File: src/rtl/lps_pkg.sv
package lps_pkg;

   // Which comparison the region table applies to the fetch PC
   typedef enum logic {
      LK_ENTRY  = 1'b0,   // cold: PC must equal a region start
      LK_RESUME = 1'b1    // active: PC may lie anywhere in a region range
   } lk_mode_e;

endpackage

File: src/rtl/lps_region_tab.sv
module lps_region_tab
   import lps_pkg::*;
#(
   parameter int ADDR_W  = 32,
   parameter int IDX_W   = 6,
   parameter int REGIONS = 4,
   parameter int RID_W   = 2
) (
   input  logic              clk,
   input  logic              rst_n,
   input  logic              wr_en,
   input  logic [RID_W-1:0]  wr_sel,
   input  logic              wr_valid,
   input  logic [ADDR_W-1:0] wr_start,
   input  logic [ADDR_W-1:0] wr_end,
   input  logic [IDX_W-1:0]  wr_base,
   input  lk_mode_e          mode,
   input  logic [ADDR_W-1:0] pc,
   input  logic [ADDR_W-1:0] target,
   output logic              hit,
   output logic [ADDR_W-1:0] hit_start,
   output logic [IDX_W-1:0]  hit_base,
   output logic              entry_any,
   output logic              target_any
);

   logic              vld_q   [REGIONS];
   logic [ADDR_W-1:0] start_q [REGIONS];
   logic [ADDR_W-1:0] end_q   [REGIONS];
   logic [IDX_W-1:0]  base_q  [REGIONS];

   logic [REGIONS-1:0] at_start;
   logic [REGIONS-1:0] in_range;
   logic [REGIONS-1:0] tgt_range;
   logic [REGIONS-1:0] pick;
   logic [RID_W-1:0]   sel;

   for (genvar r = 0; r < REGIONS; r++) begin : g_entry
      always_ff @(posedge clk or negedge rst_n) begin
         if (!rst_n) begin
            vld_q[r]   <= 1'b0;
            start_q[r] <= '0;
            end_q[r]   <= '0;
            base_q[r]  <= '0;
         end else if (wr_en && (wr_sel == RID_W'(r))) begin
            vld_q[r]   <= wr_valid;
            start_q[r] <= wr_start;
            end_q[r]   <= wr_end;
            base_q[r]  <= wr_base;
         end
      end

      assign at_start[r]  = vld_q[r] && (pc == start_q[r]);
      assign in_range[r]  = vld_q[r] && (pc >= start_q[r]) && (pc <= end_q[r]);
      assign tgt_range[r] = vld_q[r] && (target >= start_q[r]) && (target <= end_q[r]);
   end

   assign pick = (mode == LK_RESUME) ? in_range : at_start;

   // lowest-numbered match wins
   always_comb begin
      sel = '0;
      for (int r = REGIONS - 1; r >= 0; r--) begin
         if (pick[r]) sel = RID_W'(r);
      end
   end

   assign hit        = |pick;
   assign hit_start  = start_q[sel];
   assign hit_base   = base_q[sel];
   assign entry_any  = |at_start;
   assign target_any = |tgt_range;

endmodule

File: src/rtl/lps_index.sv
module lps_index #(
   parameter int ADDR_W  = 32,
   parameter int IDX_W   = 6,
   parameter int WORD_LG = 2
) (
   input  logic [ADDR_W-1:0] pc,
   input  logic [ADDR_W-1:0] start,
   input  logic [IDX_W-1:0]  base,
   output logic [IDX_W-1:0]  idx
);

   logic [ADDR_W-1:0] diff;
   logic [ADDR_W-1:0] words;
   logic              upper_unused;

   assign diff  = pc - start;
   assign words = diff >> WORD_LG;
   // wraps modulo the store depth
   assign idx   = base + words[IDX_W-1:0];

   assign upper_unused = ^words[ADDR_W-1:IDX_W];

endmodule

File: src/rtl/lps_store.sv
module lps_store #(
   parameter int DATA_W         = 32,
   parameter int DEPTH          = 64,
   parameter int IDX_W          = 6,
   parameter bit CLEAR_ON_RESET = 1'b1
) (
   input  logic              clk,
   input  logic              rst_n,
   input  logic              wr_en,
   input  logic [IDX_W-1:0]  wr_idx,
   input  logic [DATA_W-1:0] wr_word,
   input  logic              wr_exit,
   input  logic [IDX_W-1:0]  rd_idx,
   output logic [DATA_W-1:0] rd_word,
   output logic              rd_exit
);

   localparam int ROW_W = DATA_W + 1;

   logic [ROW_W-1:0] mem_q [DEPTH];

   if (CLEAR_ON_RESET) begin : g_clear
      always_ff @(posedge clk or negedge rst_n) begin
         if (!rst_n) begin
            for (int i = 0; i < DEPTH; i++) mem_q[i] <= '0;
         end else if (wr_en) begin
            mem_q[wr_idx] <= {wr_exit, wr_word};
         end
      end
   end else begin : g_plain
      logic rst_unused;
      assign rst_unused = rst_n;
      always_ff @(posedge clk) begin
         if (wr_en) mem_q[wr_idx] <= {wr_exit, wr_word};
      end
   end

   assign rd_word = mem_q[rd_idx][DATA_W-1:0];
   assign rd_exit = mem_q[rd_idx][DATA_W];

endmodule

File: src/rtl/lpstore_ctrl.sv
module lpstore_ctrl
   import lps_pkg::*;
#(
   parameter int ADDR_W         = 32,
   parameter int DATA_W         = 32,
   parameter int DEPTH          = 64,
   parameter int REGIONS        = 4,
   parameter int WORD_LG        = 2,
   parameter bit CLEAR_ON_RESET = 1'b1,
   localparam int IDX_W         = $clog2(DEPTH),
   localparam int RID_W         = (REGIONS > 1) ? $clog2(REGIONS) : 1
) (
   input  logic              clk,
   input  logic              rst_n,
   input  logic              st_we,
   input  logic [IDX_W-1:0]  st_idx,
   input  logic [DATA_W-1:0] st_word,
   input  logic              st_exit,
   input  logic              rg_we,
   input  logic [RID_W-1:0]  rg_sel,
   input  logic              rg_valid,
   input  logic [ADDR_W-1:0] rg_start,
   input  logic [ADDR_W-1:0] rg_end,
   input  logic [IDX_W-1:0]  rg_base,
   input  logic              fetch_req,
   input  logic [ADDR_W-1:0] fetch_pc,
   input  logic              br_taken,
   input  logic [ADDR_W-1:0] br_target,
   output logic [DATA_W-1:0] lc_instr,
   output logic              l1_disable
);

   if (DEPTH < 2 || (DEPTH & (DEPTH - 1)) != 0) begin : g_bad_depth
      initial $error("lpstore_ctrl: DEPTH must be a power of two of at least 2");
   end
   if (REGIONS < 1) begin : g_bad_regions
      initial $error("lpstore_ctrl: REGIONS must be at least 1");
   end
   if (ADDR_W <= IDX_W + WORD_LG) begin : g_bad_addr
      initial $error("lpstore_ctrl: ADDR_W too narrow for the store");
   end

   logic              active_q;
   logic              active_d;
   lk_mode_e          mode;
   logic              tab_hit;
   logic [ADDR_W-1:0] hit_start;
   logic [IDX_W-1:0]  hit_base;
   logic              entry_any;
   logic              tgt_any;
   logic [IDX_W-1:0]  rd_idx;
   logic [DATA_W-1:0] rd_word;
   logic              rd_exit;
   logic              serve;
   logic              st_we_ok;
   logic              rg_we_ok;

   assign mode     = active_q ? LK_RESUME : LK_ENTRY;
   assign st_we_ok = st_we && !active_q;
   assign rg_we_ok = rg_we && !active_q;

   lps_region_tab #(
      .ADDR_W (ADDR_W),
      .IDX_W  (IDX_W),
      .REGIONS(REGIONS),
      .RID_W  (RID_W)
   ) u_tab (
      .clk       (clk),
      .rst_n     (rst_n),
      .wr_en     (rg_we_ok),
      .wr_sel    (rg_sel),
      .wr_valid  (rg_valid),
      .wr_start  (rg_start),
      .wr_end    (rg_end),
      .wr_base   (rg_base),
      .mode      (mode),
      .pc        (fetch_pc),
      .target    (br_target),
      .hit       (tab_hit),
      .hit_start (hit_start),
      .hit_base  (hit_base),
      .entry_any (entry_any),
      .target_any(tgt_any)
   );

   lps_index #(
      .ADDR_W (ADDR_W),
      .IDX_W  (IDX_W),
      .WORD_LG(WORD_LG)
   ) u_idx (
      .pc   (fetch_pc),
      .start(hit_start),
      .base (hit_base),
      .idx  (rd_idx)
   );

   lps_store #(
      .DATA_W        (DATA_W),
      .DEPTH         (DEPTH),
      .IDX_W         (IDX_W),
      .CLEAR_ON_RESET(CLEAR_ON_RESET)
   ) u_store (
      .clk    (clk),
      .rst_n  (rst_n),
      .wr_en  (st_we_ok),
      .wr_idx (st_idx),
      .wr_word(st_word),
      .wr_exit(st_exit),
      .rd_idx (rd_idx),
      .rd_word(rd_word),
      .rd_exit(rd_exit)
   );

   assign serve      = fetch_req && tab_hit;
   assign l1_disable = serve;
   assign lc_instr   = serve ? rd_word : '0;

   always_comb begin
      active_d = active_q;
      if (fetch_req) begin
         active_d = serve && !rd_exit && !(br_taken && !tgt_any);
      end
   end

   always_ff @(posedge clk or negedge rst_n) begin
      if (!rst_n) active_q <= 1'b0;
      else        active_q <= active_d;
   end

endmodule

File: config.mk
export PLATFORM = sky130hd
export DESIGN_NAME = lpstore_ctrl
export DESIGN_NICKNAME = d
export VERILOG_FILES = /design/src/rtl/lps_pkg.sv /design/src/rtl/lps_region_tab.sv /design/src/rtl/lps_index.sv /design/src/rtl/lps_store.sv /design/src/rtl/lpstore_ctrl.sv
export SDC_FILE = /design/constraint.sdc
export NUM_CORES = 2
export LEC_CHECK = 0
export ABC_AREA = 1
export BUFFER_PORTS_ARGS = -buffer_cell sky130_fd_sc_hd__buf_2
export CORE_MARGIN = 5
export CORE_UTILIZATION = 57
export CTS_CLUSTER_SIZE = 8
export DETAILED_ROUTE_END_ITERATION = 16
export PLACE_DENSITY = 0.73
export SLEW_MARGIN = 15
export SYNTH_ARGS = -nofsm -noshare
export SYNTH_HDL_FRONTEND = slang
export SYNTH_SLANG_ARGS = --single-unit
export TNS_END_PERCENT = 5
File: constraint.sdc
create_clock -name clk -period 5.6 [get_ports clk]
set_clock_uncertainty 0.2 [all_clocks]
set_input_delay 0 -clock clk [delete_from_list [all_inputs] [get_ports clk]]
set_output_delay 0 -clock clk [all_outputs]
set_load 0.03 [all_outputs]
Yosys cells after proc, flatten, opt, wreduce, memory -nomap -nowiden

Index checks and enable logic that the tools add are counted.

$add $sub $neg: 2
Multipliers: 0
Divide/modulo/power cells: 0
Order comparisons: 20
Equal/unequal tests: 7
Shifts and indexed selects: 0
Mux-type cells: 19
Bitwise logic cells: 3
Reductions and logical operators: 38

Operators with widths:

| operator                                                                      | number |
|---|---|
| 2112-bit bitwise mux                                                          | 1 |
| 32-bit >= comparator                                                          | 8 |
| 32-bit less-or-equal comparator                                               | 8 |
| 33-bit binary-select mux with 6-bit select                                    | 1 |
| 33-bit demux with 6-bit select                                                | 1 |
| 32-bit == test                                                                | 4 |
| 33-bit 2-to-1 mux                                                             | 3 |
| 32-bit binary-select mux with 2-bit select                                    | 1 |
| 32-bit 2-to-1 mux                                                             | 1 |
| 1-bit logical AND                                                             | 31 |
| 8-bit 2-to-1 mux                                                              | 2 |
| 7-bit >= comparator (second input constant)                                   | 2 |
| 6-bit NOT with 7-bit output                                                   | 2 |
| 6-bit binary-select mux with 2-bit select                                     | 1 |
| 6-bit 2-to-1 mux                                                              | 2 |
| 2-bit 2-to-1 mux                                                              | 4 |
| 4-bit OR reduction                                                            | 2 |
| 8-bit subtractor                                                              | 1 |
| 7-bit by 1-bit less-than comparator with 1-bit output (second input constant) | 1 |
| 6-bit adder                                                                   | 1 |
| 2-bit == test (second input constant)                                         | 2 |
| 1-bit logical NOT                                                             | 4 |
| 4-bit 2-to-1 mux                                                              | 1 |
| 3-bit >= comparator (second input constant)                                   | 1 |
| 4 further kinds                                                               | 4 |

Flip-flop bits (word level): 2397
Latch bits: 0
Memory bits (writable): 0
Bits in read-only memories: 0
Input port bits: 182
Output and inout bits: 33
Memories: 0

Logic depth before layout (Yosys ltp)

Word-level depth: 21
Gate-level depth with buffers: 49
Depth with buffers taken out: 46

Hierarchy

A second synthesis with hierarchy kept.

Cell total of the unflattened synthesis: 15199
Area total of the unflattened synthesis: 119992.6 sq um

By module, submodules not included:

| module         | times used | cells an instance | area an instance (sq um) |
|---|---|---|---|
| lps_store      | 1          | 11844             | 95107.5 |
| lps_region_tab | 1          | 3181              | 24004.3 |
| lps_index      | 1          | 93                | 530.5 |
| lpstore_ctrl   | 1          | 81                | 350.3 |

Worst setup path after synthesis

OpenSTA, ideal clock, no wires.

Path kind: register -> output
From: register u_tab.start_q[31] (netlist bit)
To: output port lc_instr[13]
Arrival time: 5.650 ns
Data required time: 5.400 ns
Path slack: -0.250 ns
Cell stages (with the launch flop): 38
Cell sequence: dfrtp_1 -> inv_1 -> ha_1 -> nand2_1 -> nor2_2 -> nand2_1 -> nor2_2 -> nand2_1 -> nand2_1 -> nor2_1 -> a21oi_1 -> nand2_1 -> nand2_1 -> nand2_1 -> nand2_4 -> nand2_2 -> buf_6 -> inv_1 -> [... 2 more ...] -> a22oi_1 -> ha_1 -> a21oi_1 -> xnor2_1 -> ha_1 -> inv_1 -> fa_1 -> clkbuf_1 -> clkbuf_1 -> clkbuf_1 -> a21oi_1 -> a221oi_1 -> nor3_1 -> a21oi_1 -> nor2_1 -> a31oi_1 -> nor2_2 -> nor2_1

Word-level cells in the longest chain between the ends: 19

RTL lines:

| what                                                  | line                                       | text |
|---|---|---|
| start: declaration                                    | lps_region_tab.sv:28                       | `logic [ADDR_W-1:0] start_q [REGIONS];` |
| start signal: indexed assignment                      | lps_region_tab.sv:47                       | `start_q[r] <= wr_start;` |
| 32-bit >= comparator                                  | lps_region_tab.sv:54                       | `assign in_range[r] = vld_q[r] && (pc >= start_q[r]) && (pc <= end_q[r]);` |
| 1-bit logical AND (2 in series)                       | lps_region_tab.sv:54                       |  |
| 4-bit 2-to-1 mux *                                    | lps_region_tab.sv:58                       | `assign pick = (mode == LK_RESUME) ? in_range : at_start;` |
| 2-bit 2-to-1 mux (4 in series)                        | lps_region_tab.sv:64                       | `if (pick[r]) sel = RID_W'(r);` |
| 2-bit NOT with 3-bit output (not written as such)     | lps_region_tab.sv:69, lps_region_tab.sv:70 |  |
| 32-bit binary-select mux with 2-bit select            | lps_region_tab.sv:69                       | `assign hit_start = start_q[sel];` |
| 8-bit 2-to-1 mux (not written as such) (2 in series)  | lps_region_tab.sv:69                       |  |
| 8-bit subtractor                                      | lps_index.sv:16                            | `assign diff = pc - start;` |
| 6-bit adder                                           | lps_index.sv:19                            | `assign idx = base + words[IDX_W-1:0];` |
| 6-bit NOT with 7-bit output (not written as such)     | lps_store.sv:38                            | `assign rd_word = mem_q[rd_idx][DATA_W-1:0];` |
| 33-bit binary-select mux with 6-bit select            | lps_store.sv:38                            |  |
| 33-bit 2-to-1 mux (not written as such) (2 in series) | lps_store.sv:38                            |  |
| 32-bit 2-to-1 mux *                                   | lpstore_ctrl.sv:116                        | `assign lc_instr = serve ? rd_word : '0;` |
| end: declaration                                      | lpstore_ctrl.sv:29                         | `output logic [DATA_W-1:0] lc_instr,` |

Mark *: on every way between the ends. The rest lies on a longest branch, timed or not. The select of a mux whose other input is x is not followed.

Final worst setup path

From: register u_tab.end_q[1] (netlist bit)
To: output port lc_instr[15]

Word-level cells in the longest chain between the ends: 18

RTL lines:

| what                                                  | line                                       | text |
|---|---|---|
| start: declaration                                    | lps_region_tab.sv:29                       | `logic [ADDR_W-1:0] end_q [REGIONS];` |
| start signal: indexed assignment                      | lps_region_tab.sv:48                       | `end_q[r] <= wr_end;` |
| 32-bit less-or-equal comparator *                     | lps_region_tab.sv:54                       |  |
| 1-bit logical AND *                                   | lps_region_tab.sv:54                       |  |
| 4-bit 2-to-1 mux *                                    | lps_region_tab.sv:58                       |  |
| 2-bit 2-to-1 mux (4 in series)                        | lps_region_tab.sv:64                       |  |
| 2-bit NOT with 3-bit output (not written as such)     | lps_region_tab.sv:69, lps_region_tab.sv:70 |  |
| 32-bit binary-select mux with 2-bit select            | lps_region_tab.sv:69                       |  |
| 8-bit 2-to-1 mux (not written as such) (2 in series)  | lps_region_tab.sv:69                       |  |
| 8-bit subtractor                                      | lps_index.sv:16                            |  |
| 6-bit adder                                           | lps_index.sv:19                            |  |
| 6-bit NOT with 7-bit output (not written as such)     | lps_store.sv:38                            |  |
| 33-bit binary-select mux with 6-bit select            | lps_store.sv:38                            |  |
| 33-bit 2-to-1 mux (not written as such) (2 in series) | lps_store.sv:38                            |  |
| 32-bit 2-to-1 mux *                                   | lpstore_ctrl.sv:116                        |  |

Marks and branches as above.

==> flow_summary_export.csv <==
group,metric,value,unit
run_status,status,"finished, violations left",
run_status,violations,"setup timing",
worst_setup_path,cp_max_fo,27,
timing,max_freq,132.4,MHz
yosys,yosys_warnings,0,
routing,avgRoutedWirePerCell,23.95,um
worst_setup_path,slowest_stage,"fa_4",
clocking,clk_pin_slew,0.05,ns
die,die_y,461.8,um
worst_setup_path,critPathLaunchType,"flop",
die,rows,165,
power,irDropWorstVdd,537.3,uV
routing,drt-total-wl,411300,um
routing,drtIter0Drc,14830,
min_path,hold_path.class,"input pin to flop",
placed_design,placed_area,126000,um2
clocking,clk_latency,0.98,ns
yosys,synth-seq-cells,2397,
yosys,async_flop_share,100.0,%
routing,routed-via-count,110000,
global_routing,antenna_found_initial,14,
timing,period_needed,7.555,ns
yosys,synth.cell_area,116300,um2
worst_setup_path,rr_startpoint,"u_tab.end_q[1]$_DFFE_PN0P_",
timing,fin_crit_sh,134.9,%
power,p_per_area,545.2,nW/um2
yosys,synth_ff_type,"dfrtp_1",
clocking,cts-htree-levels,5,
die,die_area,213300,um2
flow_run,max_cap_violations,0,
die,core_area,202700,um2
timing,setup_slack,-1.955,ns
worst_setup_path,critPathCaptureType,"output port",
worst_setup_path,cp.required,5.40,ns
timing,final_max_slew_viol_count,0,
clocking,clockBufferDepth,4,
clocking,cts_tree,"done",
timing,final_hold_viol_count,0,
yosys,ys_seq_area_share,51.56,%
worst_setup_path,criticalPathCategory,"flop to output port",
global_routing,grt_max_degree,149,
global_routing,grt_pass1_wl,624800,um
timing,setup_viol,33,
yosys,ys_types,54,
clocking,cts_inserted_buffers,351,
routing,drt.antenna.violating_nets,0,
global_routing,grt_overflow,0,
yosys,synth-edff-count,0,
min_path,hold_start,"st_word[29]",
routing,viasPerCell,6.404,
die,ios,215,
die,die_w,461.8,um
layout,finalInstanceArea,139300,um2
worst_setup_path,cpMostUsedCell,"nand2_1",
timing,final.setup.tns,-60.65,ns
worst_setup_path,startpoint,"u_tab.end_q[1]$_DFFE_PN0P_",
yosys,synth_area_per_cell,8.403,um2
timing,slew_headroom,14.10,%
power,p_leak,63.95,nW
die,start_util,57.39,%
worst_setup_path,critPathArrivalTime,7.36,ns
layout,drive_gt1_share,13.91,%
placed_design,portBuffers,214,
layout,final_common_cell,"nand2_1",
placed_design,place_ws,-1.646,ns
global_routing,grt_pass1_vias,107800,
yosys,synth_fp_nets,14550,
routing,drc,0,
clocking,clock_sinks,2397,
clocking,root_buffer,"clkbuf_16",
timing,max_slew.worst_pin.slew,1.284,ns
worst_setup_path,critical_path.max_stage_delay,0.73,ns
layout,syn_to_final_growth,19.72,%
placed_design,hpwl,250500,um
layout,mostFrequentLayoutCells,"3970 x nand2_1, 2592 x o21ai_0, 2397 x dfrtp_1, 1211 x a21oi_1, 866 x buf_4",
timing,rsz0062_at_grt,"true",
placed_design,gp_congestion,0.9485,
global_routing,gr-usage-all-layers,37.69,%
layout,nNetsFinal,15180,
layout,fin_util,68.70,%
yosys,syn_inst,13850,
routing,drt-pass1-iter-count,10,
[cells in the mapped netlist, drive strengths merged (2+ instances only)]
cell type  count  area share [%]
a31oi         38            0.20
o21bai         7           0.045
nor4          12           0.075
a211oi        19            0.12
nor4b          2           0.020
nand4         46            0.25
buf           20            0.12
clkbuf      1155             3.7
nor3          60            0.26
dfrtp       2397              52
nand3        182            0.78
o211ai        70            0.45
o2111ai        3           0.023
xor2           5           0.038
a221oi       451             3.4
clkinv        34            0.11
a32oi         35            0.26
o21ai       2619              11
o31ai          2           0.013
o21a          14           0.090
o22ai          6           0.032
nor2         328             1.1
ha           524             5.6
or2            2           0.011
o221a          6           0.058
inv          436             1.4
a22oi          5           0.032
a21o           6           0.039
o221ai        27            0.20
a21oi       1240             5.3
nand2       4084              13
xnor2          4           0.037
a21boi         2           0.013
[layer usage]
layer  vias up  part of all wire (%)  global-route usage, %
met5         -                 0.010                 0.2489
met4         2                   6.8                  23.50
met3      1582                    11                  9.597
met2      7160                    44                  57.75
met1     53080                    38                  48.20
li1      48160                     -                      -
[layout make-up]
class,instances,area (um2)
Timing Repair Buffer,1442,13250
Antenna cell,14,35.03
Timing Repair inverter,2,27.53
Sequential cell,2397,59980
Fill cell,15380,63450
Clock buffer,368,8995
Tap cell,2672,3343
Multi-Input combinational cell,9804,51800
Inverter,470,1805
Clock inverter,5,43.79
[critical path: cells and delay by family, from the launching register on]
kind | cells | cell delay (ns)
xor+xnor | 1 | 0.15
simple gates | 17 | 1.73
flops | 1 | 0.34
buf+inv | 9 | 1.13
fa+ha+maj | 4 | 1.45
compound gates | 8 | 1.52
[metrics by stage]
stage                     total power [mW]  instances  hold slack (ns)
after floorplan                      37.66      13850          -0.4956
after global placement               52.86      16540          -0.1920
after detailed placement             53.50      16540          -0.1841
after CTS                            73.82      17150          0.04436
after global routing                 78.90      17170          0.09741
final                                75.94      17170          0.07231
[path summary, 6_finish.rpt]
path	to	slack [ns]	cells after the start
max	lc_instr[15]	-1.96	39
max in group asynchronous	u_store.mem_q[1933]$_DFFE_PN0P_	3.79	5
min in group asynchronous	u_tab.end_q[75]$_DFFE_PN0P_	0.35	4
min	u_store.mem_q[2075]$_DFFE_PN0P_	0.07	5
min reg2reg	u_store.mem_q[632]$_DFFE_PN0P_	0.28	2
max reg2reg	active_q$_DFFE_PN0P_	-1.05	38
[cell families (layout without fill, tap and decap cells)]
group           count (synthesis)  count (layout)  synth area share (%)
xor+xnor                        9               9               0.07421
other cells                     0              14                     0
compound gates               4552            4552                 21.60
simple gates                 4718            4718                 15.75
flops                        2397            2397                 51.56
fa+ha+maj                     525             525                 5.652
buf+inv                      1645            2287                 5.365
[state kept, by name (all words and copies together) (netlist names)]
register,cells
u_tab.vld_q,4
u_tab.start_q,128
u_tab.end_q,128
active_q,1
u_store.mem_q,2112
u_tab.base_q,24
[power by group]
part	leakage [nW]	switching, mW	internal [mW]	total, mW
clock	4.45	7.29	11.1	18.4
sequential	31.8	1.34	19.6	21.0
combinational	27.7	22.6	14.0	36.5
[timing repair]
item                                    in CTS  in global routing
cloned                                      12                  6
pin swaps                                   36                 74
setup buffers                               18                  8
gates resized for setup                    186                155
hold buffers                               204                  0
hold endpoints to repair                  4567                  0
endpoints found under the setup margin      33                 33
Note: power is estimated with default switching activity, not from simulation.
